### config.mk
export PLATFORM = sky130hd
export DESIGN_NAME = watch_buzz_timer
export DESIGN_NICKNAME = d
export VERILOG_FILES = /design/src/rtl/wbt_pkg.sv /design/src/rtl/wbt_divider.sv /design/src/rtl/wbt_events.sv /design/src/rtl/wbt_tone.sv /design/src/rtl/watch_buzz_timer.sv
export SDC_FILE = /design/constraint.sdc
export NUM_CORES = 1
export LEC_CHECK = 0
export ABC_CLOCK_PERIOD_IN_PS = 2700
export BUFFER_PORTS_ARGS = -buffer_cell sky130_fd_sc_hd__buf_4
export CAP_MARGIN = 20
export CORE_ASPECT_RATIO = 0.9
export CORE_UTILIZATION = 59
export CTS_CLUSTER_DIAMETER = 80
export DETAILED_ROUTE_END_ITERATION = 10
export GPL_TIMING_DRIVEN = 0
export PLACE_DENSITY = 0.81
export SETUP_SLACK_MARGIN = 0.2
export SLEW_MARGIN = 15
export SYNTH_ARGS = -nofsm -noshare
export SYNTH_HDL_FRONTEND = slang
export SYNTH_HIERARCHICAL = 1
export SYNTH_SLANG_ARGS = --single-unit
### constraint.sdc
create_clock -name clk -period 2.7 [get_ports clk]
set_clock_uncertainty 0.05 [all_clocks]
set_input_delay 0.135 -clock clk [delete_from_list [all_inputs] [get_ports clk]]
set_output_delay 0.135 -clock clk [all_outputs]
set_load 0.02 [all_outputs]
### src/rtl/wbt_pkg.sv
package wbt_pkg;

    localparam int TONE_CODES = 4;
    localparam int TONE_W     = $clog2(TONE_CODES);

    typedef struct packed {
        logic              long_sel;
        logic [TONE_W-1:0] tone;
        logic              buz_en;
    } wbt_cfg_t;

    // tone code 0 -> slowest tap (bit 3), code 3 -> fastest tap (bit 0)
    function automatic logic [TONE_W-1:0] tone_tap(input logic [TONE_W-1:0] code);
        return TONE_W'(TONE_CODES - 1) - code;
    endfunction

endpackage

### src/rtl/wbt_divider.sv
module wbt_divider #(
    parameter int CNT_W      = 14,
    parameter int SHORT_LOG2 = 7
) (
    input  logic             clk,
    input  logic             rst,
    input  logic             tick,
    input  logic             clr,
    input  logic             pend_long,
    output logic [CNT_W-1:0] cnt,
    output logic             bnd,
    output logic             act_long
);

    logic long_end;
    logic short_end;

    assign long_end  = &cnt;
    assign short_end = &cnt[SHORT_LOG2-1:0];
    assign bnd       = tick && !clr && (act_long ? long_end : short_end);

    always_ff @(posedge clk) begin
        if (rst) begin
            cnt      <= '0;
            act_long <= 1'b0;
        end else if (clr) begin
            cnt      <= '0;
            act_long <= pend_long;
        end else if (bnd) begin
            act_long <= pend_long;
            if (pend_long && !act_long)
                cnt <= '0;
            else
                cnt <= cnt + 1'b1;
        end else if (tick) begin
            cnt <= cnt + 1'b1;
        end
    end


    hold_when_idle_chk: assert property (@(posedge clk) disable iff (rst)
        (!tick && !clr) |=> $stable(cnt));


    clear_zero_chk: assert property (@(posedge clk) disable iff (rst)
        clr |=> (cnt == '0));


    mode_only_at_edge_chk: assert property (@(posedge clk) disable iff (rst)
        (!bnd && !clr) |=> $stable(act_long));

endmodule

### src/rtl/wbt_events.sv
module wbt_events #(
    parameter int CNT_W     = 14,
    parameter int DISP_LOG2 = 6
) (
    input  logic             clk,
    input  logic             rst,
    input  logic             tick,
    input  logic             clr,
    input  logic [CNT_W-1:0] cnt,
    input  logic             bnd,
    input  logic             flag_clear,
    output logic             flag,
    output logic             disp_ce
);

    logic disp_hit;
    assign disp_hit = tick && !clr && (&cnt[DISP_LOG2-1:0]);

    always_ff @(posedge clk) begin
        if (rst) begin
            flag    <= 1'b0;
            disp_ce <= 1'b0;
        end else begin
            disp_ce <= disp_hit;
            if (bnd)
                flag <= 1'b1;
            else if (flag_clear)
                flag <= 1'b0;
        end
    end


    flag_set_chk: assert property (@(posedge clk) disable iff (rst)
        bnd |=> flag);


    flag_ack_chk: assert property (@(posedge clk) disable iff (rst)
        (flag_clear && !bnd) |=> !flag);


    flag_sticky_chk: assert property (@(posedge clk) disable iff (rst)
        (flag && !flag_clear) |=> flag);


    disp_single_chk: assert property (@(posedge clk) disable iff (rst)
        disp_ce |=> !disp_ce);

endmodule

### src/rtl/wbt_tone.sv
module wbt_tone
    import wbt_pkg::*;
(
    input  logic     clk,
    input  logic     rst,
    input  logic     wr,
    input  wbt_cfg_t cfg_in,
    input  logic [TONE_CODES-1:0] taps,
    output logic     pend_long,
    output logic     buzz
);

    wbt_cfg_t cfg_q;

    always_ff @(posedge clk) begin
        if (rst)
            cfg_q <= '0;
        else if (wr)
            cfg_q <= cfg_in;
    end

    assign pend_long = cfg_q.long_sel;
    assign buzz      = cfg_q.buz_en & taps[tone_tap(cfg_q.tone)];


    cfg_hold_chk: assert property (@(posedge clk) disable iff (rst)
        !wr |=> $stable(cfg_q));

endmodule

### src/rtl/watch_buzz_timer.sv
module watch_buzz_timer
    import wbt_pkg::*;
#(
    parameter int LONG_LOG2  = 14,
    parameter int SHORT_LOG2 = 7,
    parameter int DISP_LOG2  = 6
) (
    input  logic              clk,
    input  logic              rst,
    input  logic              ref_tick,
    input  logic              cfg_wr,
    input  logic              cfg_long,
    input  logic [TONE_W-1:0] cfg_tone,
    input  logic              cfg_buz_en,
    input  logic              div_clear,
    input  logic              flag_clear,
    output logic              irq_flag,
    output logic              buzz_out,
    output logic              disp_ce
);

    localparam int CNT_W = LONG_LOG2;

    logic [CNT_W-1:0] cnt;
    logic             bnd;
    logic             act_long;
    logic             pend_long;
    wbt_cfg_t         cfg_in;

    assign cfg_in = '{long_sel: cfg_long, tone: cfg_tone, buz_en: cfg_buz_en};

    wbt_divider #(
        .CNT_W      (CNT_W),
        .SHORT_LOG2 (SHORT_LOG2)
    ) u_div (
        .clk       (clk),
        .rst       (rst),
        .tick      (ref_tick),
        .clr       (div_clear),
        .pend_long (pend_long),
        .cnt       (cnt),
        .bnd       (bnd),
        .act_long  (act_long)
    );

    wbt_events #(
        .CNT_W     (CNT_W),
        .DISP_LOG2 (DISP_LOG2)
    ) u_evt (
        .clk        (clk),
        .rst        (rst),
        .tick       (ref_tick),
        .clr        (div_clear),
        .cnt        (cnt),
        .bnd        (bnd),
        .flag_clear (flag_clear),
        .flag       (irq_flag),
        .disp_ce    (disp_ce)
    );

    wbt_tone u_tone (
        .clk       (clk),
        .rst       (rst),
        .wr        (cfg_wr),
        .cfg_in    (cfg_in),
        .taps      (cnt[TONE_CODES-1:0]),
        .pend_long (pend_long),
        .buzz      (buzz_out)
    );


    reset_quiet_chk: assert property (@(posedge clk)
        $past(rst) |-> (!irq_flag && !buzz_out && !disp_ce));


    short_edge_chk: assert property (@(posedge clk) disable iff (rst)
        (ref_tick && !div_clear && !act_long && (&cnt[SHORT_LOG2-1:0])) |=> irq_flag);

endmodule

; ---- Word-level counts from Yosys, hierarchy flattened
; Index checks and enable logic that the tools add are counted.
[totals]
register_bits = 21
input_bits = 10
elab_cells = 34
[classes]
add_sub_neg = 2
magnitude_cmp = 1
mux = 10
bitwise_logic = 1
reduce_logical = 13
[ops]
columns = op, count
row1 = $mux 14, 3
row2 = $add 14x1->14 const B, 1
row3 = $reduce_and 14->1, 1
row4 = $reduce_and 7->1, 1
row5 = $mux 1, 6
row6 = $reduce_and 6->1, 1
row7 = $reduce_bool 2->1, 3
row8 = $logic_and 1x1->1, 4
row9 = $lt 2x3->1 const B, 1
row10 = $bmux 1 s2, 1
row11 = $logic_not 1->1, 2
row12 = $reduce_or 2->1, 1
row13 = $sub 2x2->2 const A, 1
row14 = $and 1x1->1, 1

; ---- Longest topological paths before layout
; Gate-level depths: netlist of run 1.
[logic_depth]
word_depth = 5
mapped_depth = 7
ltp_nobuf = 6

; ---- Modules after synthesis
; Netlist of run 1, hierarchy kept.
[modules_own_cells]
columns = module, instances, cells_each, area_each_um2
row1 = wbt_divider, 1, 80, 723.2
row2 = wbt_tone, 1, 15, 167.7
row3 = wbt_events, 1, 9, 100.1

; ---- Least setup slack after synthesis of run 1
; Ideal clock, no wire load.
[synth_timing]
path_type = register -> register
start = register u_div.cnt[0]
end = register u_div.cnt[11]
setup_time_ns = 0.115
arrival_time_ns = 1.378
slack_ns = 1.157
stages_incl_launch_ff = 8
path_cell_list = dfxtp_1 > ha_1 > and4_2 > buf_6 > nand2_4 > o21ai_2 > buf_6 > nor2_1
[synth_between]
elab_chain_len = 4
word_cells_on_any_way = 9
[synth_lines]
columns = element, line_no
row1 = from (decl), wbt_divider.sv:10  ; output logic [CNT_W-1:0] cnt,
row2 = from (signal assigned), wbt_divider.sv:34  ; cnt <= cnt + 1'b1;
row3 = from (signal assigned), wbt_divider.sv:36  ; cnt <= cnt + 1'b1;
row4 = "parallel branches: the longest is 4 deep, another holds $add 14x1->14", -
; Several ways; the timed one is not identified. The select of a mux whose other input is x is not followed.
; A chain may end at the register's enable or synchronous reset.

; ---- Worst setup path in the final report of run 1
[layout_timing]
start = register u_div.cnt[0]
end = register u_div.cnt[6]
; Same word-level chain as after synthesis.

==> reports/metrics.cfg, run 1 <==
[outcome]
run_status = finished clean

[global_routing]
grt_pass1_vias = 710
grt_antenna_before_repair = 0
first_pass_grt_wire_length_um = 3139
grt_overflow = 0
grt_start_max_net_pins = 14
grt_util_overall_pct = 25.97

[synthesis]
synth.area.top_cells = sky130_fd_sc_hd__dfxtp_1, sky130_fd_sc_hd__nor2_1, sky130_fd_sc_hd__xnor2_1, sky130_fd_sc_hd__xor2_1, sky130_fd_sc_hd__mux2i_1
synth_edf_count = 0
synth-seq-area-share_pct = 42.42
synth-seq-cells = 21
synth_top_area_share_pct = 42.42
syn-mean-instance-area_sq_um = 9.528
post_synthesis_instance_total = 104
post-synth-top-area-cell = sky130_fd_sc_hd__dfxtp_1
synth.cell_area_sq_um = 991.0
synth.most_common_cell = sky130_fd_sc_hd__dfxtp_1
synthFlopType = sky130_fd_sc_hd__dfxtp_1
synth-async-reset-ratio_pct = 0
post_synth_num_cell_types = 34
synth.top_cells.by_count = sky130_fd_sc_hd__dfxtp_1, sky130_fd_sc_hd__nor2_1, sky130_fd_sc_hd__nand2_1, sky130_fd_sc_hd__xnor2_1, sky130_fd_sc_hd__xor2_1
yosys_warnings = 6
synth_fp_nets = 115

[sta]
slew_headroom_pct = 77.32
clock.fmax_mhz = 475.0
setup_viol_count_final = 0
final_hold_viol_count = 0
unrepaired_setup_endpoints_after_global_routing = no
timing.final.max_slew_violations = 0
setup_tns_ps = 0
worst_slew_pin_slew_ps = 340.2
finalWorstPathRequiredPeriod_ps = 2105
timing.final.ws_setup_ps = 594.7
finalCritPeriodShare_pct = 77.97
worst_hold_slack_ps = 15.34

[detailed_routing]
drtAntennaViolNets = 0
routed-via-count = 783
count_of_tritonroute_iterations_in_the_first_routing_pass = 4
wirelength_um = 2045
initialDrtViolationCount = 11
viasPerCell = 5.291
detail_route.wl_per_cell_um = 13.82
post-route-drc-count = 0

[hold_path]
hold_depth = 2
hold_path.class = in2reg

[place]
gp_routability_congestion = 0.7736
post-place-ws_ps = 1016
port_buffers = 11
post_dp_cell_area_sq_um = 1101
place.detailed.hpwl_um = 1303
placed_cells_incl_taps = 137

[clock_network]
ctsHoldBuffers = 7
cts.root.buffer_cell = sky130_fd_sc_hd__clkbuf_4
cts.clk_slew.worst_paths_ps = 120
tritoncts_num_sinks = 21
number_of_buffers_created_by_cts = 3
cts_resized = 0
clock_tree.htree_level_count = 1
post-cts-setup-buffer-count = 0
worst_skew_pair.late_latency_ps = 320
cts-root-to-sink-buffers = 2
cts_tree = yes

[finish]
finalNonFillerCells = 148
layout-area-overhead-vs-synth_pct = 21.21
design.final.nets = 138
postLayoutCellArea_sq_um = 1201
layout.core_utilization_pct = 79.40
multi_input_logic_area_sq_um = 536.8
drive_above_1_share_pct = 19.84
fillCellCount = 99
footprint_of_the_flip_flops_and_latches_sq_um = 420.4
diodes = 0

[setup_path]
cp_data_arrival_time_ps = 2330
start_point_of_the_critical_path = u_div/cnt[0]
worstSetupPathDepth = 7
critPathCaptureType = register
cell_chain_critical_path = ha_1, and4_2, buf_6, nand3_1, xor2_1, nor3_1, dlygate4sd3_1
timing.rr.end = u_div/cnt[6]
crit_buf_inv = 2
worstPathRequired_ps = 2920
slowest_delay_ps = 560
worst_setup_slack_for_register_to_register_paths_ps = 590
worstSetupStartpointType = register
critPathMaxFanout = 7
regToRegStartpoint = u_div/cnt[0]
worst_setup_path_end = u_div/cnt[6]
worst-r2r-cell-count = 7
worst-setup-path-type = reg2reg
slowest_stage = sky130_fd_sc_hd__dlygate4sd3_1
family_of_cells_with_the_greatest_summed_delay_on_the_critical_path = buffers and inverters

[power]
power.ir.vdd_worst_mv = 0.3608
powerDensity_nw_per_um2 = 434.1
fin_total_pwr_mw = 0.5214
power.leakage_nw = 0.4862

[job]
cap_violations = 0

[floorplanning]
coreArea_sq_um = 1513
rows = 13
die_area_sq_um = 1848
die_h_um = 40.88
num_io_pins = 13
die_x_um = 45.20
floorplan.initialDensity_pct = 65.51

## metal layers
| metal | vias to the layer above | GRT usage [%] | part of all wire (%) |
|---|---|---|---|
| met4 | 0 | 12.12 | 1.3 |
| met3 | 4 | 10.13 | 3.9 |
| li1 | 402 | - | - |
| met2 | 14 | 46.01 | 50 |
| met1 | 363 | 27.76 | 44 |
| met5 | - | 0 | 0 |
## registers in the layout, indices dropped and copies added (netlist names)
register,flops
u_evt/flag,1
u_tone/cfg_q,3
u_evt/disp_ce,1
u_div/cnt,14
u_div/act_long,1
u_tone/pend_long,1
## worst register-to-register path: cells and delay by family (launching register included)
family	cells	cell delay (ps)
buf+inv	2	700
flops	1	480
simple gates	3	460
fa+ha+maj	1	210
xor+xnor	1	170
## report_power, final
part           leakage (nW)  internal, mW  switching, mW  total, mW
registers             0.170         0.315        0.00442      0.319
logic                 0.302        0.0239         0.0182     0.0422
clock network        0.0139        0.0566          0.103      0.160
total                 0.486         0.395          0.126      0.521
## cell families after synthesis
logic type / synth area share, %
xor+xnor: 10.61
buf+inv: 3.409
fa+ha+maj: 1.262
simple gates: 30.05
mux: 6.313
compound gates: 5.936
flops: 42.42
## worst min path at each step
stage               startpoint        endpoint  slack, ps
floorplan                  rst  u_div/act_long        150
global placement     div_clear    u_div/cnt[6]        310
detailed placement   div_clear    u_div/cnt[6]        320
CTS                   ref_tick    u_div/cnt[1]          5
global route          ref_tick    u_div/cnt[1]       0.06
finish                ref_tick    u_div/cnt[1]         20
## layout by cell type (no fill, tap or decap), drive strengths merged
cell	netlist	routed
dfxtp	21	21
nor2	18	18
buf	2	13
nand2	8	8
dlygate4sd3	0	7
xnor2	6	6
xor2	6	6
nand4	6	6
clkbuf	2	5
mux2i	4	4
nor3	4	4
nand3	3	3
o21ai	3	3
a21oi	3	3
nand2b	2	2
and2	2	2
and4	2	2
clkinvlp	0	1
and3	1	1
a211oi	1	1
o22ai	1	1
or2	1	1
or3	1	1
nor2b	1	1
a21o	1	1
ha	1	1
nand4b	1	1
nand3b	1	1
inv	1	1
mux4	1	1
## cell type report
| class | count | area share [%] |
|---|---|---|
| multi-input cells | 78 | 44.69 |
| flip-flops and latches | 21 | 35.00 |
| repair buffers | 18 | 12.71 |
| plain buffers | 4 | 2.500 |
| well taps | 22 | 2.292 |
| clock buffers | 3 | 1.875 |
| clock inverters | 1 | 0.6250 |
| inverters | 1 | 0.3125 |
(Power assumes the default switching activity.)
==> inputs of run 2 (changes only) <==
Settings changed: ABC_CLOCK_PERIOD_IN_PS 2700 to 1900, CORE_UTILIZATION 59 to 49, PLACE_DENSITY 0.81 to 0.72.
Clock period 2.7 ns to 1.9 ns, I/O delays scaled along.
==> run 2 against run 1 <==
Register-to-register slack got worse by 280 ps. Non-clock buffer count increased by 1. Worst hold slack improved by 130 ps. Utilization shrank 15 points. First-iteration DRC count increased by 36%. Total power rose by 39%. Sequential cell count unchanged. Via count shrank 2.0%. Global-route usage fell by 6.5 points. Routed wire length shrank 4.8%. Die area grew 19%. Count of clock-buffer cells in the layout rose by 1.
==> reports/metrics.cfg, run 2 (synthesis gave the netlist of run 1 again) <==
[outcome]
run_status = finished clean

[detailed_routing]
viasPerCell = 5.046
wirelength_um = 1947
drtAntennaViolNets = 0
routed-via-count = 767
initialDrtViolationCount = 15
count_of_tritonroute_iterations_in_the_first_routing_pass = 4
detail_route.wl_per_cell_um = 12.81
post-route-drc-count = 0

[sta]
timing.final.ws_setup_ps = 264.5
setup_tns_ps = 0
worst_slew_pin_slew_ps = 333.3
unrepaired_setup_endpoints_after_global_routing = no
timing.final.max_slew_violations = 0
finalCritPeriodShare_pct = 86.08
finalWorstPathRequiredPeriod_ps = 1636
clock.fmax_mhz = 611.4
slew_headroom_pct = 77.78
final_hold_viol_count = 0
setup_viol_count_final = 0

[global_routing]
grt_start_max_net_pins = 12
grt_overflow = 0
grt_util_overall_pct = 19.48
first_pass_grt_wire_length_um = 3084
grt_pass1_vias = 727
grt_antenna_before_repair = 0

[setup_path]
critPathCaptureType = output port
worst-setup-path-type = reg2out
worstPathRequired_ps = 1750
cp_data_arrival_time_ps = 1490
critPathMaxFanout = 2
worstSetupStartpointType = register

[finish]
design.final.nets = 139
largest_register_ffs = 14
fillCellCount = 169
layout-area-overhead-vs-synth_pct = 23.86
drive_above_1_share_pct = 21.26
reg_top3 = u_div/cnt (14), u_tone/cfg_q (3)
register_with_the_most_flip_flops = u_div/cnt
commonest_non_fill_non_tap_cells_in_the_layout = sky130_fd_sc_hd__nor2_1, sky130_fd_sc_hd__dfxtp_1, sky130_fd_sc_hd__buf_4
diodes = 0

[floorplanning]
rows = 15
floorplan.initialDensity_pct = 51.76
die_x_um = 49.41
coreArea_sq_um = 1914
die_area_sq_um = 2207
die_h_um = 44.67
num_io_pins = 13

[clock_network]
clock_tree.htree_level_count = 1
cts-root-to-sink-buffers = 2
cts_tree = yes
cts.root.buffer_cell = sky130_fd_sc_hd__clkbuf_4
worst_skew_pair.late_latency_ps = 300
tritoncts_num_sinks = 21
number_of_buffers_created_by_cts = 3
post-cts-setup-buffer-count = 0
cts.clk_slew.worst_paths_ps = 110

[place]
post-place-ws_ps = 194.9
gp_routability_congestion = 0.7930
place.detailed.hpwl_um = 1287
port_buffers = 11

[power]
power.leakage_nw = 0.4898
powerDensity_nw_per_um2 = 591.4
power.ir.vdd_worst_mv = 0.5475

[job]
cap_violations = 0

[hold_path]
hold_path.class = in2reg

[run 2: cell count changes in the layout (fill, tap and decap cells not counted)]
cell,previous run,this run
sky130_fd_sc_hd__dfxtp_2,0,1
sky130_fd_sc_hd__dfxtp_1,21,18
sky130_fd_sc_hd__dlygate4sd3_1,7,8
sky130_fd_sc_hd__clkbuf_1,2,3
sky130_fd_sc_hd__clkinvlp_4,1,0
sky130_fd_sc_hd__dfxtp_4,0,2
sky130_fd_sc_hd__o21ai_2,1,0
sky130_fd_sc_hd__o21ai_4,0,1
[run 2: path summary, 6_finish.rpt]
kind                   startpoint  slack, ps          endpoint  depth (start not counted)
setup reg to reg     u_div/cnt[4]        310     u_div/cnt[13]                          4
hold reg to reg        u_evt/flag        430        u_evt/flag                          2
hold / removal             cfg_wr        150  u_tone/pend_long                          3
setup / recovery  u_tone/cfg_q[1]        260          buzz_out                          3
[run 2: worst max-delay path: stages (launching register included)]
cell	delay, ps
sky130_fd_sc_hd__dfxtp_1	380
sky130_fd_sc_hd__mux4_2	490
sky130_fd_sc_hd__and2_1	170
sky130_fd_sc_hd__buf_4	150
[run 2: layout make-up]
class,count,area [sq um],area share [%]
multi-input cells,78,544.3,44.34
repair buffers,19,162.7,13.25
flip-flops and latches,21,429.2,34.96
well taps,25,31.28,2.548
plain buffers,4,30.03,2.446
clock buffers,4,26.28,2.141
inverters,1,3.754,0.3058
[run 2: power by group]
part | total, mW | internal [mW] | switching (mW)
registers | 0.452 | 0.446 | 0.00651
logic | 0.0634 | 0.0370 | 0.0264
clock network | 0.210 | 0.0819 | 0.129
total | 0.726 | 0.564 | 0.161
[run 2: metal layers]
layer	routed length [um]	vias up	GRT usage, %
met1	878	349	21.38
met2	985	11	35.07
met4	12	0	6.857
li1	-	405	-
met3	72	2	7.216
met5	0	-	0
[run 2: per-stage QoR]
step,hold WS [ps],power (mW),area [sq um],utilization (%),cells
after floorplan,114.1,0.4874,991.0,-,104
after global placement,271.4,0.5104,1105,57.71,140
after detailed placement,274.4,0.5118,1105,57.71,140
after CTS,143.2,0.7385,1214,63.40,152
after global routing,170.4,0.7648,1227,64.12,152
final,149.3,0.7259,1227,64.12,152
[run 2: what timing repair did]
| action | in CTS | in global routing |
|---|---|---|
| hold buffers | 8 | 0 |
| pin swaps | 0 | 0 |
| setup endpoints to repair | 10 | 11 |
| resized for setup | 2 | 4 |
| hold endpoints to repair | 8 | 0 |
==> inputs of run 3 (changes only) <==
Settings changed: ABC_CLOCK_PERIOD_IN_PS 1900 to 2000, CAP_MARGIN 20 to default, CORE_UTILIZATION 49 to 59, PLACE_DENSITY 0.72 to 0.81.
Clock period 1.9 ns to 2 ns, I/O delays scaled along.
==> run 3 against run 2 <==
Routed wire length up 16%. Die area down 16%. Sequential share of layout area fell by 0.40 points. Worst setup slack improved by 59 ps. Global-route usage grew 8.3 points. Critical path type is now reg2reg. Largest cell class unchanged. Highest routed layer unchanged.
==> reports/metrics.cfg, run 3 (synthesis gave the netlist of run 1 again) <==
[outcome]
run_status = finished clean

[finish]
diodes = 0
largest_register_ffs = 14
drive_above_1_share_pct = 21.09
postLayoutCellArea_sq_um = 1224
layout-area-overhead-vs-synth_pct = 23.48
commonest_non_fill_non_tap_cells_in_the_layout = sky130_fd_sc_hd__dfxtp_1, sky130_fd_sc_hd__nor2_1, sky130_fd_sc_hd__buf_4
register_with_the_most_flip_flops = u_div/cnt
mostFrequentLayoutCell = sky130_fd_sc_hd__dfxtp_1
design.final.nets = 140
reg_top3 = u_div/cnt (14), u_tone/cfg_q (3)

[clock_network]
cts-root-to-sink-buffers = 2
worst_skew_pair.late_latency_ps = 320
tritoncts_num_sinks = 21
cts.root.buffer_cell = sky130_fd_sc_hd__clkbuf_4
cts_tree = yes
clock_tree.htree_level_count = 1
number_of_buffers_created_by_cts = 3
cts.clk_slew.worst_paths_ps = 120

[setup_path]
cell_chain_critical_path = ha_1, and4_2, buf_6, nand2_4, o21ai_2, buf_6, nor2_1
worstSetupStartpointType = register
cpMostUsedCell = sky130_fd_sc_hd__buf_6
family_of_cells_with_the_greatest_summed_delay_on_the_critical_path = flip-flops
worstPathRequired_ps = 2160
slowest_delay_ps = 430
slowest_stage = sky130_fd_sc_hd__dfxtp_2
critPathMaxFanout = 10
critPathCaptureType = register
worst-setup-path-type = reg2reg
cp_data_arrival_time_ps = 1840
crit_buf_inv = 2

[power]
power.ir.vdd_worst_mv = 0.5816
powerDensity_nw_per_um2 = 580.8
power.leakage_nw = 0.4926

[sta]
worst_slew_pin_slew_ps = 347.0
worst_hold_slack_ps = 165.1
setup_tns_ps = 0
clock.fmax_mhz = 596.6
timing.final.max_slew_violations = 0
finalCritPeriodShare_pct = 83.80
timing.final.ws_setup_ps = 323.9
unrepaired_setup_endpoints_after_global_routing = no
finalWorstPathRequiredPeriod_ps = 1676
slew_headroom_pct = 76.87
final_hold_viol_count = 0
setup_viol_count_final = 0

[global_routing]
grt_pass1_vias = 736
first_pass_grt_wire_length_um = 3367
grt_overflow = 0
grt_start_max_net_pins = 14
grt_util_overall_pct = 27.80
grt_antenna_before_repair = 0

[floorplanning]
coreArea_sq_um = 1513
die_h_um = 40.88
num_io_pins = 13
rows = 13
die_x_um = 45.20
die_area_sq_um = 1848
floorplan.initialDensity_pct = 65.51

[detailed_routing]
count_of_tritonroute_iterations_in_the_first_routing_pass = 5
drtAntennaViolNets = 0
post-route-drc-count = 0
viasPerCell = 5.553
initialDrtViolationCount = 17
wirelength_um = 2252
routed-via-count = 833
detail_route.wl_per_cell_um = 15.01

[hold_path]
hold_path.class = in2reg

[job]
cap_violations = 0

[place]
gp_routability_congestion = 0.7736
post_dp_cell_area_sq_um = 1101
post-place-ws_ps = 315.6
port_buffers = 11
place.detailed.hpwl_um = 1303

-- run 3: metrics by stage --
| step | cells | utilization (%) | power, mW |
|---|---|---|---|
| finish | 150 | 80.89 | 0.7107 |
| floorplan | 104 | - | 0.4631 |
| global route | 150 | 80.89 | 0.7387 |
| detailed placement | 137 | 72.79 | 0.4855 |
| CTS | 150 | 80.73 | 0.7123 |
| global placement | 137 | 72.79 | 0.4847 |
-- run 3: worst paths after layout --
check / start / end / slack, ps / depth (start not counted)
setup reg to reg: u_div/cnt[0] / u_div/cnt[0] / 320 / 7
hold / removal: cfg_wr / u_tone/cfg_q[0] / 170 / 3
hold reg to reg: u_evt/flag / u_evt/flag / 430 / 2
setup / recovery: u_div/cnt[0] / u_div/cnt[0] / 320 / 7
-- run 3: final cells by class --
| cell class | instances | area [sq um] |
|---|---|---|
| Buffer | 4 | 30.03 |
| Clock buffer | 3 | 22.52 |
| Clock inverter | 1 | 7.507 |
| Fill cell | 92 | 289.0 |
| Inverter | 1 | 3.754 |
| Multi-Input combinational cell | 78 | 536.8 |
| Sequential cell | 21 | 422.9 |
| Tap cell | 22 | 27.53 |
| Timing Repair Buffer | 20 | 172.7 |
-- run 3: report_power, final --
| part | internal (mW) | leakage [nW] | switching [mW] |
|---|---|---|---|
| sequential | 0.425 | 0.171 | 0.00624 |
| clock | 0.0765 | 0.0139 | 0.139 |
| combinational | 0.0364 | 0.308 | 0.0272 |
-- run 3: timing repair --
item | CTS | global route
resized for setup | 0 | 2
hold buffers | 9 | 0
setup endpoints to repair | 0 | 10
buffers inserted | 0 | 0
hold endpoints to repair | 8 | 0
-- run 3: tightest hold or removal path: cells and delay by family --
kind	cells	cell delay [ps]
mux	1	160
buf+inv	1	170
simple gates	1	70
-- run 3: per-layer routing --
| metal | GRT usage (%) | part of all wire [%] | wire, um | up-vias |
|---|---|---|---|---|
| li1 | - | - | - | 407 |
| met1 | 29.11 | 42 | 935 | 388 |
| met2 | 50.00 | 50 | 1117 | 25 |
| met3 | 11.45 | 5.7 | 129 | 13 |
| met4 | 12.12 | 3.1 | 70 | 0 |
| met5 | 0 | 0 | 0 | - |
